`src/rtl/reglist_pkg.sv`:
```
package reglist_pkg;

  typedef enum logic [2:0] {
    ST_IDLE,
    ST_STEP,
    ST_READ,
    ST_DUMMY,
    ST_FIN
  } seqState_e;

  typedef enum logic [1:0] {
    WR_BUS,
    WR_BUF,
    WR_BASE
  } wrSrc_e;

  typedef struct packed {
    logic   load;
    logic   consume;
    logic   addCost;
    logic   useBuf;
    logic   setFault;
    logic   setDummy;
    wrSrc_e wrSel;
  } strobe_t;

endpackage

```
`src/rtl/reglist_ctrl.sv`:
```
module reglist_ctrl
  import reglist_pkg::*;
(
  input  logic    clk,
  input  logic    rstN,
  input  logic    start,
  input  logic    maskEmpty,
  input  logic    isSkip,
  input  logic    bufPend,
  input  logic    legacyQ,
  input  logic    busAck,
  input  logic    busErr,
  output strobe_t strb,
  output logic    busReq,
  output logic    busSize,
  output logic    rfWe,
  output logic    busy,
  output logic    done
);

  seqState_e state, nextState;

  always_ff @(posedge clk) begin
    if (!rstN) state <= ST_IDLE;
    else       state <= nextState;
  end

  always_comb begin
    nextState = state;
    strb      = '0;
    strb.wrSel = WR_BUS;
    busReq    = 1'b0;
    busSize   = 1'b0;
    rfWe      = 1'b0;
    done      = 1'b0;
    unique case (state)
      ST_IDLE: begin
        if (start) begin
          strb.load = 1'b1;
          nextState = ST_STEP;
        end
      end
      ST_STEP: begin
        if (maskEmpty) begin
          rfWe       = 1'b1;
          strb.wrSel = WR_BASE;
          nextState  = legacyQ ? ST_DUMMY : ST_FIN;
        end else if (isSkip) begin
          strb.consume = 1'b1;
        end else if (bufPend) begin
          rfWe         = 1'b1;
          strb.wrSel   = WR_BUF;
          strb.consume = 1'b1;
          strb.addCost = 1'b1;
          strb.useBuf  = 1'b1;
        end else begin
          nextState = ST_READ;
        end
      end
      ST_READ: begin
        busReq = 1'b1;
        if (busErr) begin
          strb.setFault = 1'b1;
          nextState     = ST_IDLE;
        end else if (busAck) begin
          rfWe         = 1'b1;
          strb.wrSel   = WR_BUS;
          strb.consume = 1'b1;
          strb.addCost = 1'b1;
          nextState    = ST_STEP;
        end
      end
      ST_DUMMY: begin
        busReq  = 1'b1;
        busSize = 1'b1;
        if (busErr) begin
          strb.setFault = 1'b1;
          strb.setDummy = 1'b1;
          nextState     = ST_IDLE;
        end else if (busAck) begin
          nextState = ST_FIN;
        end
      end
      ST_FIN: begin
        done      = 1'b1;
        nextState = ST_IDLE;
      end
      default: nextState = ST_IDLE;
    endcase
  end

  assign busy = (state != ST_IDLE);

endmodule

```
`src/rtl/reglist_dp.sv`:
```
module reglist_dp
  import reglist_pkg::*;
#(
  parameter int ADDR_W    = 32,
  parameter int DATA_W    = 32,
  parameter int GRP_REGS  = 8,
  parameter int XFER_COST = 4,
  localparam int MASK_W   = 2 * GRP_REGS,
  localparam int IDX_W    = $clog2(GRP_REGS),
  localparam int POS_W    = $clog2(MASK_W),
  localparam int CNT_W    = $clog2(MASK_W + 1),
  localparam int CYC_W    = $clog2(MASK_W * XFER_COST + 1)
)(
  input  logic              clk,
  input  logic              rstN,
  input  strobe_t           strb,
  input  logic              legacyMode,
  input  logic [MASK_W-1:0] regMask,
  input  logic [ADDR_W-1:0] baseAddr,
  input  logic [IDX_W-1:0]  baseIdx,
  input  logic              resume,
  input  logic [CNT_W-1:0]  doneCount,
  input  logic              bufValid,
  input  logic [DATA_W-1:0] bufData,
  input  logic [DATA_W-1:0] busRdata,
  output logic              maskEmpty,
  output logic              isSkip,
  output logic              bufPend,
  output logic              legacyR,
  output logic [ADDR_W-1:0] busAddr,
  output logic              rfSel,
  output logic [IDX_W-1:0]  rfIdx,
  output logic [DATA_W-1:0] rfData,
  output logic              fault,
  output logic              dummyFault,
  output logic [CNT_W-1:0]  faultCount,
  output logic [CYC_W-1:0]  cycleCount
);

  localparam logic [ADDR_W-1:0] STRIDE = ADDR_W'(DATA_W / 8);

  logic [MASK_W-1:0] maskR;
  logic [ADDR_W-1:0] addrR;
  logic [CNT_W-1:0]  xferIdx;
  logic [CNT_W-1:0]  skipR;
  logic [IDX_W-1:0]  baseIdxR;
  logic [DATA_W-1:0] bufR;
  logic [CYC_W-1:0]  costR;
  logic [POS_W-1:0]  lowPos;

  // lowest selected bit: data group occupies the low half, so a single
  // lowest-first scan yields data-before-address order
  always_comb begin
    lowPos = '0;
    for (int i = MASK_W - 1; i >= 0; i--) begin
      if (maskR[i]) lowPos = POS_W'(i);
    end
  end

  always_ff @(posedge clk) begin
    if (!rstN) begin
      maskR      <= '0;
      addrR      <= '0;
      xferIdx    <= '0;
      skipR      <= '0;
      baseIdxR   <= '0;
      bufR       <= '0;
      bufPend    <= 1'b0;
      legacyR    <= 1'b0;
      costR      <= '0;
      fault      <= 1'b0;
      dummyFault <= 1'b0;
      faultCount <= '0;
    end else if (strb.load) begin
      maskR      <= regMask;
      addrR      <= baseAddr;
      xferIdx    <= '0;
      skipR      <= resume ? doneCount : '0;
      baseIdxR   <= baseIdx;
      bufR       <= bufData;
      bufPend    <= resume & bufValid;
      legacyR    <= legacyMode;
      costR      <= '0;
      fault      <= 1'b0;
      dummyFault <= 1'b0;
      faultCount <= '0;
    end else begin
      if (strb.consume) begin
        maskR   <= maskR & (maskR - MASK_W'(1));
        addrR   <= addrR + STRIDE;
        xferIdx <= xferIdx + CNT_W'(1);
      end
      if (strb.addCost) costR   <= costR + CYC_W'(XFER_COST);
      if (strb.useBuf)  bufPend <= 1'b0;
      if (strb.setFault) begin
        fault      <= 1'b1;
        dummyFault <= strb.setDummy;
        faultCount <= xferIdx;
      end
    end
  end

  assign maskEmpty  = (maskR == '0);
  assign isSkip     = (xferIdx < skipR);
  assign busAddr    = addrR;
  assign cycleCount = costR;

  always_comb begin
    rfSel  = 1'b0;
    rfIdx  = '0;
    rfData = busRdata;
    unique case (strb.wrSel)
      WR_BASE: begin
        rfSel  = 1'b1;
        rfIdx  = baseIdxR;
        rfData = DATA_W'(addrR);
      end
      WR_BUF: begin
        rfSel  = (int'(lowPos) >= GRP_REGS);
        rfIdx  = lowPos[IDX_W-1:0];
        rfData = bufR;
      end
      default: begin
        rfSel  = (int'(lowPos) >= GRP_REGS);
        rfIdx  = lowPos[IDX_W-1:0];
        rfData = busRdata;
      end
    endcase
  end

endmodule

```
`src/rtl/reglist_loader.sv`:
```
module reglist_loader
  import reglist_pkg::*;
#(
  parameter int ADDR_W    = 32,
  parameter int DATA_W    = 32,
  parameter int GRP_REGS  = 8,
  parameter int XFER_COST = 4,
  localparam int MASK_W   = 2 * GRP_REGS,
  localparam int IDX_W    = $clog2(GRP_REGS),
  localparam int CNT_W    = $clog2(MASK_W + 1),
  localparam int CYC_W    = $clog2(MASK_W * XFER_COST + 1)
)(
  input  logic              clk,
  input  logic              rstN,
  input  logic              start,
  input  logic              legacyMode,
  input  logic [MASK_W-1:0] regMask,
  input  logic [ADDR_W-1:0] baseAddr,
  input  logic [IDX_W-1:0]  baseIdx,
  input  logic              resume,
  input  logic [CNT_W-1:0]  doneCount,
  input  logic              bufValid,
  input  logic [DATA_W-1:0] bufData,
  output logic              busReq,
  output logic [ADDR_W-1:0] busAddr,
  output logic              busSize,
  input  logic              busAck,
  input  logic              busErr,
  input  logic [DATA_W-1:0] busRdata,
  output logic              rfWe,
  output logic              rfSel,
  output logic [IDX_W-1:0]  rfIdx,
  output logic [DATA_W-1:0] rfData,
  output logic              busy,
  output logic              done,
  output logic              fault,
  output logic              dummyFault,
  output logic [CNT_W-1:0]  faultCount,
  output logic [CYC_W-1:0]  cycleCount
);

  strobe_t strb;
  logic    maskEmpty;
  logic    isSkip;
  logic    bufPend;
  logic    legacyQ;

  reglist_ctrl uCtrl (
    .clk       (clk),
    .rstN      (rstN),
    .start     (start),
    .maskEmpty (maskEmpty),
    .isSkip    (isSkip),
    .bufPend   (bufPend),
    .legacyQ   (legacyQ),
    .busAck    (busAck),
    .busErr    (busErr),
    .strb      (strb),
    .busReq    (busReq),
    .busSize   (busSize),
    .rfWe      (rfWe),
    .busy      (busy),
    .done      (done)
  );

  reglist_dp #(
    .ADDR_W    (ADDR_W),
    .DATA_W    (DATA_W),
    .GRP_REGS  (GRP_REGS),
    .XFER_COST (XFER_COST)
  ) uDp (
    .clk        (clk),
    .rstN       (rstN),
    .strb       (strb),
    .legacyMode (legacyMode),
    .regMask    (regMask),
    .baseAddr   (baseAddr),
    .baseIdx    (baseIdx),
    .resume     (resume),
    .doneCount  (doneCount),
    .bufValid   (bufValid),
    .bufData    (bufData),
    .busRdata   (busRdata),
    .maskEmpty  (maskEmpty),
    .isSkip     (isSkip),
    .bufPend    (bufPend),
    .legacyR    (legacyQ),
    .busAddr    (busAddr),
    .rfSel      (rfSel),
    .rfIdx      (rfIdx),
    .rfData     (rfData),
    .fault      (fault),
    .dummyFault (dummyFault),
    .faultCount (faultCount),
    .cycleCount (cycleCount)
  );

endmodule

```
`config.mk`:
```
export PLATFORM = sky130hd
export DESIGN_NAME = reglist_loader
export DESIGN_NICKNAME = d
export VERILOG_FILES = /design/src/rtl/reglist_pkg.sv /design/src/rtl/reglist_ctrl.sv /design/src/rtl/reglist_dp.sv /design/src/rtl/reglist_loader.sv
export SDC_FILE = /design/constraint.sdc
export NUM_CORES = 1
export LEC_CHECK = 0
export BUFFER_PORTS_ARGS = -buffer_cell sky130_fd_sc_hd__clkbuf_2
export CAP_MARGIN = 10
export CORE_MARGIN = 2
export CORE_UTILIZATION = 50
export CTS_CLUSTER_SIZE = 24
export DETAILED_ROUTE_END_ITERATION = 8
export PLACE_DENSITY = 0.9
export SLEW_MARGIN = 15
export SYNTH_ARGS = -nofsm -noshare
export SYNTH_HDL_FRONTEND = slang
export SYNTH_SLANG_ARGS = --single-unit
```
`constraint.sdc`:
```
create_clock -name clk -period 5.3 [get_ports clk]
set_input_delay 1.06 -clock clk [delete_from_list [all_inputs] [get_ports clk]]
set_output_delay 1.06 -clock clk [all_outputs]
set_load 0.005 [all_outputs]
```
Word-level counts from Yosys, hierarchy flattened
Cells that the tools add are included.
{ "word_totals": {"ramBits": 0, "n_memories": 0, "romBits": 0, "regBits": 112, "inputBits": 128, "latchBits": 0} }
{ "op_classes": {"n_eq_ne": 11, "add_sub_neg": 4, "reduce_logical": 8, "bitwise": 3, "n_shift": 0, "div": 0, "mux": 63, "n_mul": 0, "n_lt_le_gt_ge": 2} }
{ "ops": {"columns": ["op", "n"], "rows": [
  ["two-way mux 32 bit", 2],
  ["two-way mux 4 bit", 16],
  ["one-hot mux 32 bit (2 select lines)", 1],
  ["two-way mux 3 bit", 12],
  ["adder 32 x 3 -> 32 bit, second input constant", 1],
  ["two-way mux 16 bit", 2],
  ["two-way mux 1 bit", 18],
  ["AND 16 bit", 1],
  ["logical NOT 16 bit", 1],
  ["subtractor 16 x 1 -> 16 bit, second input constant", 1],
  ["two-way mux 2 bit", 7],
  ["!= test 3 bit, second input constant", 4],
  ["one-hot mux 3 bit (4 select lines)", 1],
  ["adder 7 x 3 -> 7 bit, second input constant", 1],
  ["== test 3 x 2 -> 1 bit, second input constant", 2],
  ["adder 5 x 1 -> 5 bit, second input constant", 1],
  ["less-than comparator 5 bit", 1],
  ["two-way mux 5 bit", 1],
  ["AND reduction 5 bit", 1],
  [">= comparator 4 bit, second input constant", 1],
  ["one-hot mux 1 bit (2 select lines)", 2],
  ["one-hot mux 2 bit (2 select lines)", 1],
  ["nonzero test 2 bit", 2],
  ["OR reduction 2 bit", 2],
  ["other kinds (9)", 9]
]} }

Logic depth before layout (Yosys ltp)
Gate-level depths: netlist (run 1).
{ "logic_depth": {"ltp_word": 18, "depth_mapped": 10} }

By module
A second synthesis (run 1) with hierarchy kept.
{ "unflattened": {"hier_cells": 699, "area_unflattened_um2": 5853.1} }
{ "by_module_without_submodules": {"columns": ["module", "cells_each", "area_per_inst_um2", "instances"], "rows": [
  ["reglist_dp", 657, 5534.1, 1],
  ["reglist_ctrl", 42, 319.1, 1]
]} }

Least setup slack after synthesis (run 1)
Ideal clock, no wire load.
{ "synth_path": {"kind": "register to output", "startpoint": "reg uDp.skipR[2]", "endpoint": "out rfData[22]", "arrival_time_ps": 2037, "slack_ps": 2203, "stages_incl_launch_ff": 10, "cell_sequence": "dfxtp_1 -> inv_1 -> ha_1 -> a21o_1 -> a31oi_1 -> o21ai_1 -> a31oi_1 -> clkbuf_1 -> a222oi_1 -> inv_1"} }
{ "synth_between": {"elab_chain_cells": 6, "elab_cells_between_ends": 7, "cone_classes": "1 x order compare; 2 x eq/ne; 4 x mux"} }
{ "synth_rtl": {"columns": ["element", "line_no", "source"], "rows": [
  ["from (decl)", "reglist_dp.sv:45", "logic [CNT_W-1:0] skipR;"],
  ["from (signal assigned)", "reglist_dp.sv:78", "skipR <= resume ? doneCount : '0;"],
  ["less-than comparator 5 bit *", "reglist_dp.sv:104", "assign isSkip = (xferIdx < skipR);"],
  ["two-way mux 2 bit *", "reglist_ctrl.sv:48", "end else if (isSkip) begin"],
  ["two-way mux 2 bit *", "reglist_ctrl.sv:44", "if (maskEmpty) begin"],
  ["two-way mux 2 bit *", null, null],
  ["== test 2 x 1 -> 1 bit / == test 2 bit (equally long branches)", "reglist_dp.sv:112", "unique case (strb.wrSel)"],
  ["one-hot mux 32 bit (2 select lines) *", "reglist_dp.sv:112", null],
  ["to (decl)", "reglist_loader.sv:33", "output logic [DATA_W-1:0] rfData,"]
]} }
Mark *: on every way between the ends. The rest lies on a longest branch, timed or not.

Worst setup path in the final report (run 1)
{ "layout_path": {"startpoint": "reg uDp.maskR[4]", "endpoint": "out rfData[15]"} }
{ "layout_between": {"elab_chain_cells": 5, "elab_cells_between_ends": 6, "cone_classes": "2 x eq/ne; 3 x mux; 1 x reduce/logical"} }
{ "layout_rtl": {"columns": ["element", "line_no", "source"], "rows": [
  ["from (decl)", "reglist_dp.sv:42", "logic [MASK_W-1:0] maskR;"],
  ["from (signal assigned)", "reglist_dp.sv:75", "maskR <= regMask;"],
  ["from (signal assigned)", "reglist_dp.sv:89", "maskR <= maskR & (maskR - MASK_W'(1));"],
  ["logical NOT 16 bit *", "reglist_dp.sv:103", "assign maskEmpty = (maskR == '0);"],
  ["two-way mux 2 bit *", "reglist_ctrl.sv:44", null],
  ["two-way mux 2 bit *", null, null],
  ["== test 2 x 1 -> 1 bit / == test 2 bit (equally long branches)", "reglist_dp.sv:112", null],
  ["one-hot mux 32 bit (2 select lines) *", "reglist_dp.sv:112", null]
]} }
Marks and branches as above.

==> results.md, run 1 <==
* Reg power frac at 44.7%
* Fin crit period at 4.294 ns
* P_leak at 3.046 nW
* Dpl hpwl at 11590 microns
* CTS resizes at 0
* Ant diodes at 0
* GRT Total Usage at 26.18%
* Prevailing post-synth register cell: dfxtp_1
* CP startpoint: uDp.maskR[4]
* Yosys warnings at 0
* Setup Total Neg Slack at 0 ns
* DRT iter0 DRCs at 609
* Switching power total at 813.9 uW
* Rows at 38
* CP max stage cell: nor2_4
* Skew-Pair Late Insertion Delay at 0.34 ns
* DRT met1 WL at 6902 microns
* Largest net degree at the start of global routing at 107
* Setup crit end kind: output pin
* Via density per instance at 5.814
* Post-route ant nets at 0
* WHS Endpoint: uDp.faultCount[4]
* DRC at 0
* Layout area overhead at 24.12%
* First-pass GRT wire length at 26480 microns
* Critical path launch point type: register
* Total die area at 0.01227 sq mm
* Placed Area at 0.006789 sq mm
* Combinational power share at 27.8%
* RSZ-0062 raised after global routing: no
* Synth cell types at 64
* Most frequent cells in the layout: clkbuf_2, nand2_1, dfxtp_1
* Nets@finish at 1021
* EDFF count, synth at 0
* WL final at 16600 microns
* Final period utilization at 81.01%
* Met3 WL at 1264 microns
* Final Non-Filler Cells at 1031
* DR pass1 iterations at 6
* Initial Utilization at 51.91%
* Syn avg cell area at 8.042 sq um
* Top delay family on crit path: simple AND/OR/NAND/NOR gates
* HP Start: uDp.faultCount[4]
* Max Used Layer: met4
* Status: finished, final reports clean
* Post-CTS setup buffers at 0
* Worst-path clk slew at 0.07 ns
* Fraction of synthesis flops using an asynchronous set or reset pin at 0%
* H-tree Lvls at 3
* Hold Buf Count CTS at 0
* Sw Ratio at 34.29%
* Reg2Reg Depth at 6
* Least-Margin Pin Slew at 1.123 ns
* Crit path DAT at 3.23 ns
* I/O Buffers at 212
* CTS tree: yes
* Fill cell count at 941
* Vias in the first global route at 5323
* Layout cell share with drive strength beyond 1 at 28.40%
* HP Class: reg2reg
* Pwr Density at 335.4 mW/mm^2
* VDD IR max at 0.2772 mV
* Fin. max-slew vios at 0
* Clock Path Buffers at 2
* Worst Setup Path Type: reg2out
* Clock share of power at 27.4%
* Worst path max stage delay at 0.71 ns
* P_int at 1.559 mW
* Die span in y at 110.8 microns
* FMAX at 0.2329 GHz
* Post-Syn Area at 0.005702 sq mm
* Wire length on met2 at 8215 microns
* Cell Chain, Critical Path: nor4_2 > nand4_4 > nor2_4 > a31oi_4 > a222oi_1 > inv_1 > clkbuf_2
* Initial antenna violation count at 0
* Worst-case clock skew at 0.005764 ns
* R2R Setup Slk at 2.71 ns
* Final hold violation count at 0
* Mapped Cells at 709
* Max_cap viols at 0
* Final setup violation count at 0
* Vias after detailed routing at 5994
* DR WL/cell at 16.10 microns
* DIE WIDTH at 110.8 microns
* Slew margin rel. at 25.12%
* Commonest non-fill, non-tap cell in the layout: clkbuf_2
* Crit-path max FO at 35
* Core region area at 0.01098 sq mm
* Req. time, crit path at 4.24 ns
* Overflow after GRT at 0
* Worst R2R End: uDp.busAddr[14]
* Sequential element share of the synthesized area at 38.62%
* Fin Hold WS at 0.4545 ns
* CP Buf/Inv Count at 2
* Fin area at 0.007077 sq mm
* Placed Cells at 1015
* Reg-to-Reg Start: uCtrl.state[0]
* Hold Path Depth at 2
* CTS buffer count at 9
* Clock tree sinks at 110
* Placer Congestion at 0.8760
* Root Buffer: clkbuf_16
* Yosys reg bits at 110
* Top-Level Pins at 215
[area by class of cell]
| class | count | area [sq um] | share of cell area (%) |
|---|---|---|---|
| multi-input cells | 501 | 3137 | 44.32 |
| flip-flops and latches | 110 | 2202 | 31.12 |
| repair buffers | 217 | 1099 | 15.52 |
| clock buffers | 13 | 270.3 | 3.819 |
| inverters | 47 | 176.4 | 2.493 |
| well taps | 140 | 175.2 | 2.475 |
| clock inverters | 3 | 17.52 | 0.2475 |
[power groups by stage]
stage                     logic [mW]  registers (mW)  clock network (mW)
after floorplan                0.434            1.04                   0
after global placement         0.647            1.07                   0
after detailed placement       0.659            1.07                   0
after CTS                      0.663            1.06               0.662
after global routing           0.740            1.08               0.697
final                          0.661            1.06               0.651
[cell families after synthesis]
kind of cell / share of synthesized area, %
compound gates: 29.10
flops: 38.62
xor+xnor: 2.304
fa+ha+maj: 1.536
buf+inv: 6.847
other cells: 0.06577
simple gates: 21.53
[how the worst max path moves through the flow]
stage	cells after the start	slack (ns)	to
6_report	7	1.01	rfData[15]
5_1_grt	7	0.75	rfData[15]
4_1_cts	7	0.97	rfData[15]
3_5_place_dp	7	1.35	rfData[15]
3_3_place_gp	7	1.40	rfData[15]
2_1_floorplan	9	2.20	rfData[22]
[registers in the layout, indices dropped and copies added (netlist names)]
signal / flops
uDp.dummyFault: 1
uDp.busAddr: 32
uDp.xferIdx: 5
uCtrl.state: 3
uDp.legacyR: 1
uDp.faultCount: 5
uDp.bufR: 32
uDp.skipR: 5
uDp.fault: 1
uDp.cycleCount: 5
uDp.baseIdxR: 3
uDp.maskR: 16
uDp.bufPend: 1
[metal layers]
layer | track usage, % | up-vias
met4 | 6.750 | 0
met2 | 46.13 | 260
met5 | 0 | -
li1 | - | 2926
met1 | 33.17 | 2794
met3 | 4.483 | 14
[synth_stat cells (all sizes together) (11+ instances only)]
master  count  area [sq um]
a21boi     50         386.6
a21oi      33         165.2
a222oi     32         320.3
a31oi      12         75.07
clkbuf     42         157.7
dfxtp     110          2202
inv        46         172.7
nand2     123         464.2
nand3      35         175.2
nor2       25         103.9
nor3       11         55.05
o211ai     11         106.4
o21ai      53         265.3
or3        13         81.33
[worst register-to-register path: stages (launching register included)]
cell     delay, ns
dfxtp_1       0.42
nor3_1        0.46
and2_2        0.76
buf_4         0.48
a22oi_1       0.15
a21oi_1       0.15
o21a_1        0.12
[stage by stage]
| stage | util (%) | total power, mW | setup slack, ns |
|---|---|---|---|
| 2_1_floorplan | - | 1.470 | 2.203 |
| 3_3_place_gp | 61.81 | 1.720 | 1.401 |
| 3_5_place_dp | 61.81 | 1.733 | 1.353 |
| 4_1_cts | 64.43 | 2.382 | 0.9712 |
| 5_1_grt | 64.43 | 2.512 | 0.7490 |
| 6_report | 64.43 | 2.373 | 1.006 |
No activity file was read; power rests on OpenSTA's default activity.
==> inputs of run 2 (changes only) <==
Clock period 5.3 ns to 4.05 ns, I/O delays scaled along.
==> results.md, run 2 (same netlist as run 1, synthesis figures left out) <==
* Crit path DAT at 2.76 ns
* Clock tree sinks at 110
* Setup Total Neg Slack at 0 ns
* HP Start: uDp.dummyFault
* GRT Total Usage at 27.59%
* Top-Level Pins at 215
* Post-route ant nets at 0
* Overflow after GRT at 0
* WL final at 17570 microns
* Nets@finish at 1024
* Placer Congestion at 0.8716
* Grt met1 use at 34.53%
* Vias after detailed routing at 6095
* Hold Path Depth at 2
* FMAX at 0.2802 GHz
* Most frequent cells in the layout: clkbuf_2, nand2_1, dfxtp_1
* Core region area at 0.01098 sq mm
* R2R Setup Slk at 1.43 ns
* Worst-path clk slew at 0.07 ns
* HP Class: reg2reg
* Final period utilization at 88.13%
* Status: finished, final reports clean
* Least-Margin Pin Slew at 1.033 ns
* Crit-path max FO at 34
* CTS resizes at 0
* Rows at 38
* Overall Power at 3.170 mW
* Layout area overhead at 24.67%
* Die span in y at 110.8 microns
* DIE WIDTH at 110.8 microns
* RSZ-0062 raised after global routing: no
* Worst R2R End: uDp.busAddr[5]
* Fin crit period at 3.569 ns
* DR pass1 iterations at 5
* M2 GR Usage at 48.18%
* DR WL/cell at 17.04 microns
* Setup crit end kind: output pin
* DRT iter0 DRCs at 532
* Worst-case clock skew at 0.007391 ns
* Final setup violation count at 0
* CTS tree: yes
* Root Buffer: clkbuf_16
* Max_cap viols at 0
* P_leak at 3.065 nW
* Clock Path Buffers at 2
* DRC at 0
* Placed Area at 0.006812 sq mm
* Commonest non-fill, non-tap cell in the layout: clkbuf_2
* First-pass GRT wire length at 28010 microns
* WHS Endpoint: uDp.dummyFault
* Final Non-Filler Cells at 1031
* Worst Setup Path Type: reg2out
* Skew-Pair Late Insertion Delay at 0.34 ns
* Placed Cells at 1018
* Final core occ at 64.72%
* Final hold violation count at 0
* Post-CTS setup buffers at 0
* Vias in the first global route at 5695
* Pwr Density at 445.9 mW/mm^2
* Dpl hpwl at 12300 microns
* Ant diodes at 0
* I/O Buffers at 212
* Slew margin rel. at 31.16%
* CTS buffer count at 9
* VDD IR max at 0.3111 mV
* Fin area at 0.007108 sq mm
* Initial Utilization at 51.91%
* Fin. max-slew vios at 0
* Req. time, crit path at 3.24 ns
* Fill cell count at 967
* Critical path launch point type: register
* Reg-to-Reg Start: uCtrl.state[0]
* Reg2Reg Depth at 5
* Hold Buf Count CTS at 0
* Via density per instance at 5.912
* Layout cell share with drive strength beyond 1 at 28.51%
* Largest net degree at the start of global routing at 70
* H-tree Lvls at 3
* Total die area at 0.01227 sq mm
* GRT met3 Usage at 5.850%
* Initial antenna violation count at 0
* GRT Max-Usage Layer: met2
## run 2: cell type report
class	instances	area (sq um)	area share (%)
clock buffer	12	266.5	3.749
timing repair buffer	220	1121	15.77
clock inverter	1	30.03	0.4225
sequential	110	2202	30.98
inverter	47	176.4	2.482
multi-input combinational	501	3137	44.13
tap	140	175.2	2.464
## run 2: through the flow
step	hold slack [ns]	setup slack, ns
6_report	0.4544	0.4808
5_1_grt	0.4787	0.2653
4_1_cts	0.4580	0.4711
3_5_place_dp	0.4488	0.8750
3_3_place_gp	0.4442	1.007
2_1_floorplan	0.4408	1.203
## run 2: per-layer routing
| metal | share of wire (%) | wire (microns) |
|---|---|---|
| met5 | 0 | 0 |
| met4 | 1.6 | 289 |
| met3 | 7.5 | 1310 |
| met2 | 49 | 8693 |
| met1 | 41 | 7275 |
## run 2: report_power, final
group          switching (mW)  leakage (nW)  total [mW]  internal (mW)
Clock                   0.378         0.147       0.899          0.521
Combinational           0.518          2.02       0.878          0.360
Sequential              0.176         0.902        1.39           1.22
## run 2: worst max path at each step
stage                         from    endpoint  depth (start not counted)
global placement    uDp.xferIdx[2]  rfData[15]                          9
detailed placement  uDp.xferIdx[2]   rfData[7]                          9
floorplan             uDp.skipR[2]  rfData[22]                          9
CTS                 uDp.xferIdx[2]   rfData[7]                          9
global route        uDp.xferIdx[2]   rfData[7]                          9
finish                uDp.skipR[2]   rfData[7]                         10
## run 2: worst max-delay path, cell delays in order, from the launching register on
cell and delay [ns]:
dfxtp_1 0.34, inv_1 0.05, ha_1 0.30, a21o_1 0.16, a31oi_1 0.32, o21ai_1 0.22, and4_1 0.25, buf_4 0.26
a222oi_1 0.32, inv_1 0.07, clkbuf_2 0.12
